$ cat src/rtl/uart_frame_tx.sv
module uart_frame_tx #(
  parameter int DW = 8
) (
  input  logic          clk,
  input  logic          rst_n,
  input  logic          run_en,
  input  logic          bit_tick,
  input  logic          cfg_eight,
  input  logic          cfg_par_on,
  input  logic          cfg_par_odd,
  input  logic          cfg_two_stop,
  input  logic          wr_stb,
  input  logic [DW-1:0] wr_data,
  output logic          busy,
  output logic          line_out
);
  localparam int FW = DW + 4;
  localparam int CW = $clog2(FW + 1);

  logic [FW-1:0] frame_q, frame_d;
  logic [CW-1:0] left_q, len_d;
  logic          busy_q, line_q;

  wire [DW-1:0] data_m = cfg_eight ? wr_data : {1'b0, wr_data[DW-2:0]};
  wire          par_bit = (^data_m) ^ cfg_par_odd;
  wire          start = run_en & wr_stb & ~busy_q;

  always_comb begin
    frame_d    = '1;
    frame_d[0] = 1'b0;
    for (int i = 0; i < DW; i++)
      if (cfg_eight || i < DW - 1) frame_d[i+1] = data_m[i];
    if (cfg_par_on) frame_d[cfg_eight ? DW + 1 : DW] = par_bit;
    len_d = CW'(DW + 2 - (cfg_eight ? 0 : 1) + (cfg_par_on ? 1 : 0) + (cfg_two_stop ? 1 : 0));
  end

  always_ff @(posedge clk or negedge rst_n) begin
    if (!rst_n) begin
      frame_q <= '1;
      left_q  <= '0;
      busy_q  <= 1'b0;
      line_q  <= 1'b1;
    end else if (!run_en) begin
      frame_q <= '1;
      left_q  <= '0;
      busy_q  <= 1'b0;
      line_q  <= 1'b1;
    end else if (start) begin
      frame_q <= frame_d;
      left_q  <= len_d;
      busy_q  <= 1'b1;
    end else if (busy_q && bit_tick) begin
      if (left_q != '0) begin
        line_q  <= frame_q[0];
        frame_q <= {1'b1, frame_q[FW-1:1]};
        left_q  <= left_q - 1'b1;
      end else begin
        busy_q <= 1'b0;
        line_q <= 1'b1;
      end
    end
  end

  assign busy     = busy_q;
  assign line_out = line_q;

  p_busy_rise_r1: assert property (@(posedge clk) disable iff (!rst_n)
    (run_en && wr_stb && !busy) |=> busy);
  p_idle_high_r7: assert property (@(posedge clk) disable iff (!rst_n)
    !busy |-> line_out);
  p_run_off_r9: assert property (@(posedge clk) disable iff (!rst_n)
    !run_en |=> (!busy && line_out));
  p_line_on_tick_r10: assert property (@(posedge clk) disable iff (!rst_n)
    (run_en && !bit_tick) |=> $stable(line_out));
  p_busy_write_r8: assert property (@(posedge clk) disable iff (!rst_n)
    (run_en && busy && wr_stb && !bit_tick) |=> (busy && $stable(line_out)));
  p_busy_fall_r6: assert property (@(posedge clk) disable iff (!rst_n)
    (run_en && busy && !bit_tick) |=> busy);
endmodule

$ cat config.mk
export PLATFORM = sky130hd
export DESIGN_NAME = uart_frame_tx
export DESIGN_NICKNAME = d
export VERILOG_FILES = /design/src/rtl/uart_frame_tx.sv
export SDC_FILE = /design/constraint.sdc
export NUM_CORES = 1
export LEC_CHECK = 0
export ABC_AREA = 0
export BUFFER_PORTS_ARGS = -buffer_cell sky130_fd_sc_hd__buf_2
export CORE_UTILIZATION = 30
export CTS_BUF_LIST = sky130_fd_sc_hd__clkbuf_4 sky130_fd_sc_hd__clkbuf_8 sky130_fd_sc_hd__clkbuf_16
export CTS_CLUSTER_SIZE = 16
export DETAILED_ROUTE_END_ITERATION = 8
export GPL_TIMING_DRIVEN = 1
export HOLD_SLACK_MARGIN = 0.08
export SETUP_SLACK_MARGIN = 0.4
export SKIP_LAST_GASP = 1
export SYNTH_ARGS = -nofsm -noshare
export SYNTH_HDL_FRONTEND = slang
export SYNTH_SLANG_ARGS = --single-unit
export TNS_END_PERCENT = 20
$ cat constraint.sdc
create_clock -name clk -period 1.88 [get_ports clk]
set_input_delay 0.094 -clock clk [delete_from_list [all_inputs] [get_ports clk]]
set_output_delay 0.094 -clock clk [all_outputs]
set_load 0.01 [all_outputs]
==> results.md <==
* Outcome: completed
* Path category of the worst min-delay check: primary input to flop
* # H-tree levels at 1
* Worst reg2reg path startpoint: left_q[1]
* Endpoint type of the worst setup path: flop
* HPWL after detailed placement at 1390 µm
* End of the worst register-to-register path: frame_q[7]
* Die outline area at 3390 µm²
* Post-placement cell count at 160
* DIE HEIGHT at 58.2 µm
* Hold Violations, Final at 0
* Highest-count cells in the layout ignoring fill and taps: sky130_fd_sc_hd__buf_2 (18), sky130_fd_sc_hd__a21oi_1 (13), sky130_fd_sc_hd__dlygate4sd3_1 (13)
* Filler instances at 305
* IR drop worst, VDD at 0.300 mV
* Leading post-synthesis cells by cell area: sky130_fd_sc_hd__dfstp_2 (31%), sky130_fd_sc_hd__dfrtp_1 (13%), sky130_fd_sc_hd__mux2i_1 (8.5%), sky130_fd_sc_hd__xnor2_1 (7.4%), sky130_fd_sc_hd__a21oi_1 (6.9%)
* Power consumption at 930 µW
* Chip Width at 58.2 µm
* Largest buffer count on any clock path at 2
* Global-route wire length before repair at 3530 µm
* Area share of the largest cell type after synthesis at 30.5%
* I/O pin total at 19
* Total length of routed met2 wires at 1100 µm
* Worst reg-to-reg path cell count at 7
* Worst hold margin at 0.104 ns
* Hold endpoint: busy
* Setup slack on the worst flop-to-flop path at 0.41 ns
* Min-Delay Path Depth at 3
* Overall via count from detail_route at 835
* Length of routed wiring on met1 at 949 µm
* N_diodes at 0
* Layout cells sized above 1 at 33.8%
* Number of warning messages in the yosys log at 0
* Number of design rule violations left after detail routing at 0
* Synthesized instance count at 100
* Highest metal layer with signal wires: met4
* Residual overflow from global routing at 0
* Root buffer selected by CTS: sky130_fd_sc_hd__clkbuf_4
* Static power due to leakage at 0.557 nW
* Transition time at the pin with the least slew margin at 0.438 ns
* RePlAce Congestion at 0.819
* CTS tree: yes
* Number of buffer cells added on primary ports at 18
* Clock latency on the worst-skew pair at 0.30 ns
* Clk slew on worst S/H paths at 0.10 ns
* Antenna violation net count after detailed routing at 0
* Post-synthesis instance area at 947 µm²
* Final worst path period need at 1.47 ns
* Std cell rows at 20
* Reported max-cap violation count at 0
* Nets at 162
* Arrival time reported for the critical path endpoint at 1.66 ns
* Avg WL per Cell at 11.7 µm
* Min-Delay Startpoint: wr_stb
* Gr usage total at 14.1%
* Achievable frequency at 679 MHz
* Post-detailed-routing wire length at 2140 µm
* Initial drt markers at 29
* Core Area at 3030 µm²
* Via density at 4.56
* Yosys top cell by area: sky130_fd_sc_hd__dfstp_2
* CTS buffer count at 3
* Power per Cell Area at 688 nW/µm²
* Commonest non-fill, non-tap cell in the layout: sky130_fd_sc_hd__buf_2
* Fin Clk Skew at 0.00485 ns
* WL met3 at 76 µm
* Total clock sinks at 16
* Worst-path maximum fanout at 3
* Antenna violations before repair at 0
* RSZ-0062 raised after global routing: true
* Number of max-slew violations in the final report at 0
* Pin count of the biggest net entering global routing at 17
* Vias in the first global route at 824
* Critical Path RT at 2.07 ns
* Post-synthesis register bit count at 16
* Starting density of the core at 31.3%
* Proportion of synthesized chip area in sequential cells at 43.7%
* Max transition margin at 70.7%
* TNS Setup at 0 ns
* Final critical-path share of the clock period at 78.3%
* Finish-stage setup viols at 0
* Synth cell types at 24
* Area growth syn-to-layout at 42.8%
* Pre-antenna DRT Iters at 4
* Synthesized net count at 122
* Synthesized area per cell at 9.47 µm²
* Number of standard cells in the final layout excluding fillers at 183
* Type of the worst setup path: primary input to flop
* Kind of start point of the critical path: primary input
[stage by stage]
stage	util [%]	cell area [µm²]	worst slack (ns)
floorplan	-	956	0.419
global placement	36.0	1090	0.251
detailed placement	36.0	1090	0.184
CTS	43.2	1310	0.405
global route	44.7	1350	0.325
finish	44.7	1350	0.408
[flip-flops by register name, indices dropped and copies added (netlist names)]
signal / count
left_q: 4
busy: 1
line_out: 1
frame_q: 10
[worst max-delay path: stages]
cell                            delay, ns
sky130_fd_sc_hd__dlygate4sd3_1       0.53
sky130_fd_sc_hd__buf_2               0.12
sky130_fd_sc_hd__inv_1               0.07
sky130_fd_sc_hd__ha_4                0.26
sky130_fd_sc_hd__inv_1               0.03
sky130_fd_sc_hd__ha_1                0.17
sky130_fd_sc_hd__ha_1                0.27
sky130_fd_sc_hd__nand2_1             0.06
sky130_fd_sc_hd__o21ai_0             0.07
[report_power, final]
part	leakage [nW]	total, mW	internal (mW)	switching [mW]
Sequential	0.181	0.414	0.388	0.0260
Combinational	0.354	0.279	0.147	0.132
Clock	0.0210	0.238	0.118	0.120
Total	0.557	0.930	0.652	0.278
[layer usage]
| layer | track usage, % | up-vias |
|---|---|---|
| li1 | - | 421 |
| met1 | 16.2 | 394 |
| met2 | 24.8 | 18 |
| met3 | 4.24 | 2 |
| met4 | 5.10 | 0 |
| met5 | 0 | - |
[worst max-delay path by stage]
stage	startpoint	end	slack (ns)
detailed placement	left_q[0]	left_q[3]	0.18
floorplan	left_q[0]	left_q[1]	0.42
finish	cfg_eight	left_q[1]	0.41
CTS	cfg_eight	left_q[1]	0.41
global route	left_q[1]	frame_q[7]	0.32
global placement	left_q[0]	left_q[3]	0.25
[synthesized netlist by cell type]
master	count
sky130_fd_sc_hd__nor3_1	4
sky130_fd_sc_hd__and2_1	1
sky130_fd_sc_hd__a21oi_1	13
sky130_fd_sc_hd__inv_1	7
sky130_fd_sc_hd__nor2b_1	2
sky130_fd_sc_hd__nand2_1	8
sky130_fd_sc_hd__a31oi_1	1
sky130_fd_sc_hd__dfstp_2	11
sky130_fd_sc_hd__xnor2_1	8
sky130_fd_sc_hd__a41oi_1	1
sky130_fd_sc_hd__xor2_1	2
sky130_fd_sc_hd__buf_4	1
sky130_fd_sc_hd__nor3b_1	1
sky130_fd_sc_hd__nand3_1	1
sky130_fd_sc_hd__dfrtp_1	5
sky130_fd_sc_hd__o32ai_1	1
sky130_fd_sc_hd__ha_1	5
sky130_fd_sc_hd__mux2i_1	8
sky130_fd_sc_hd__o21ai_0	7
sky130_fd_sc_hd__nor3b_2	1
sky130_fd_sc_hd__nor2_1	8
sky130_fd_sc_hd__nor2_2	1
sky130_fd_sc_hd__a21boi_0	1
sky130_fd_sc_hd__clkbuf_1	2
[cell type report]
type	instances	area [µm²]	area share, %
clock buffers	4	36.3	2.68
inverters	7	26.3	1.94
multi-input cells	74	532	39.3
repair buffers	38	289	21.4
well taps	44	55.1	4.07
flip-flops and latches	16	414	30.6
[cells by family after synthesis]
logic type / after synthesis / share of synthesized area (%)
AO/OA/AOI/OAI: 24 / 13.9
XOR/XNOR: 10 / 9.25
adder cells (fa/ha/maj): 5 / 6.61
buffers and inverters: 10 / 4.36
flip-flops: 16 / 43.7
multiplexers: 8 / 8.45
AND/OR/NAND/NOR: 27 / 13.7
[repair_timing]
action / 4_1_cts / 5_1_grt
setup buffers: 4 / 2
hold buffers: 13 / 0
endpoints found under the hold margin: 28 / 0
setup endpoints to repair: 13 / 14
resized for setup: 2 / 8
pin swaps: 1 / 5
(Power assumes the default switching activity.)
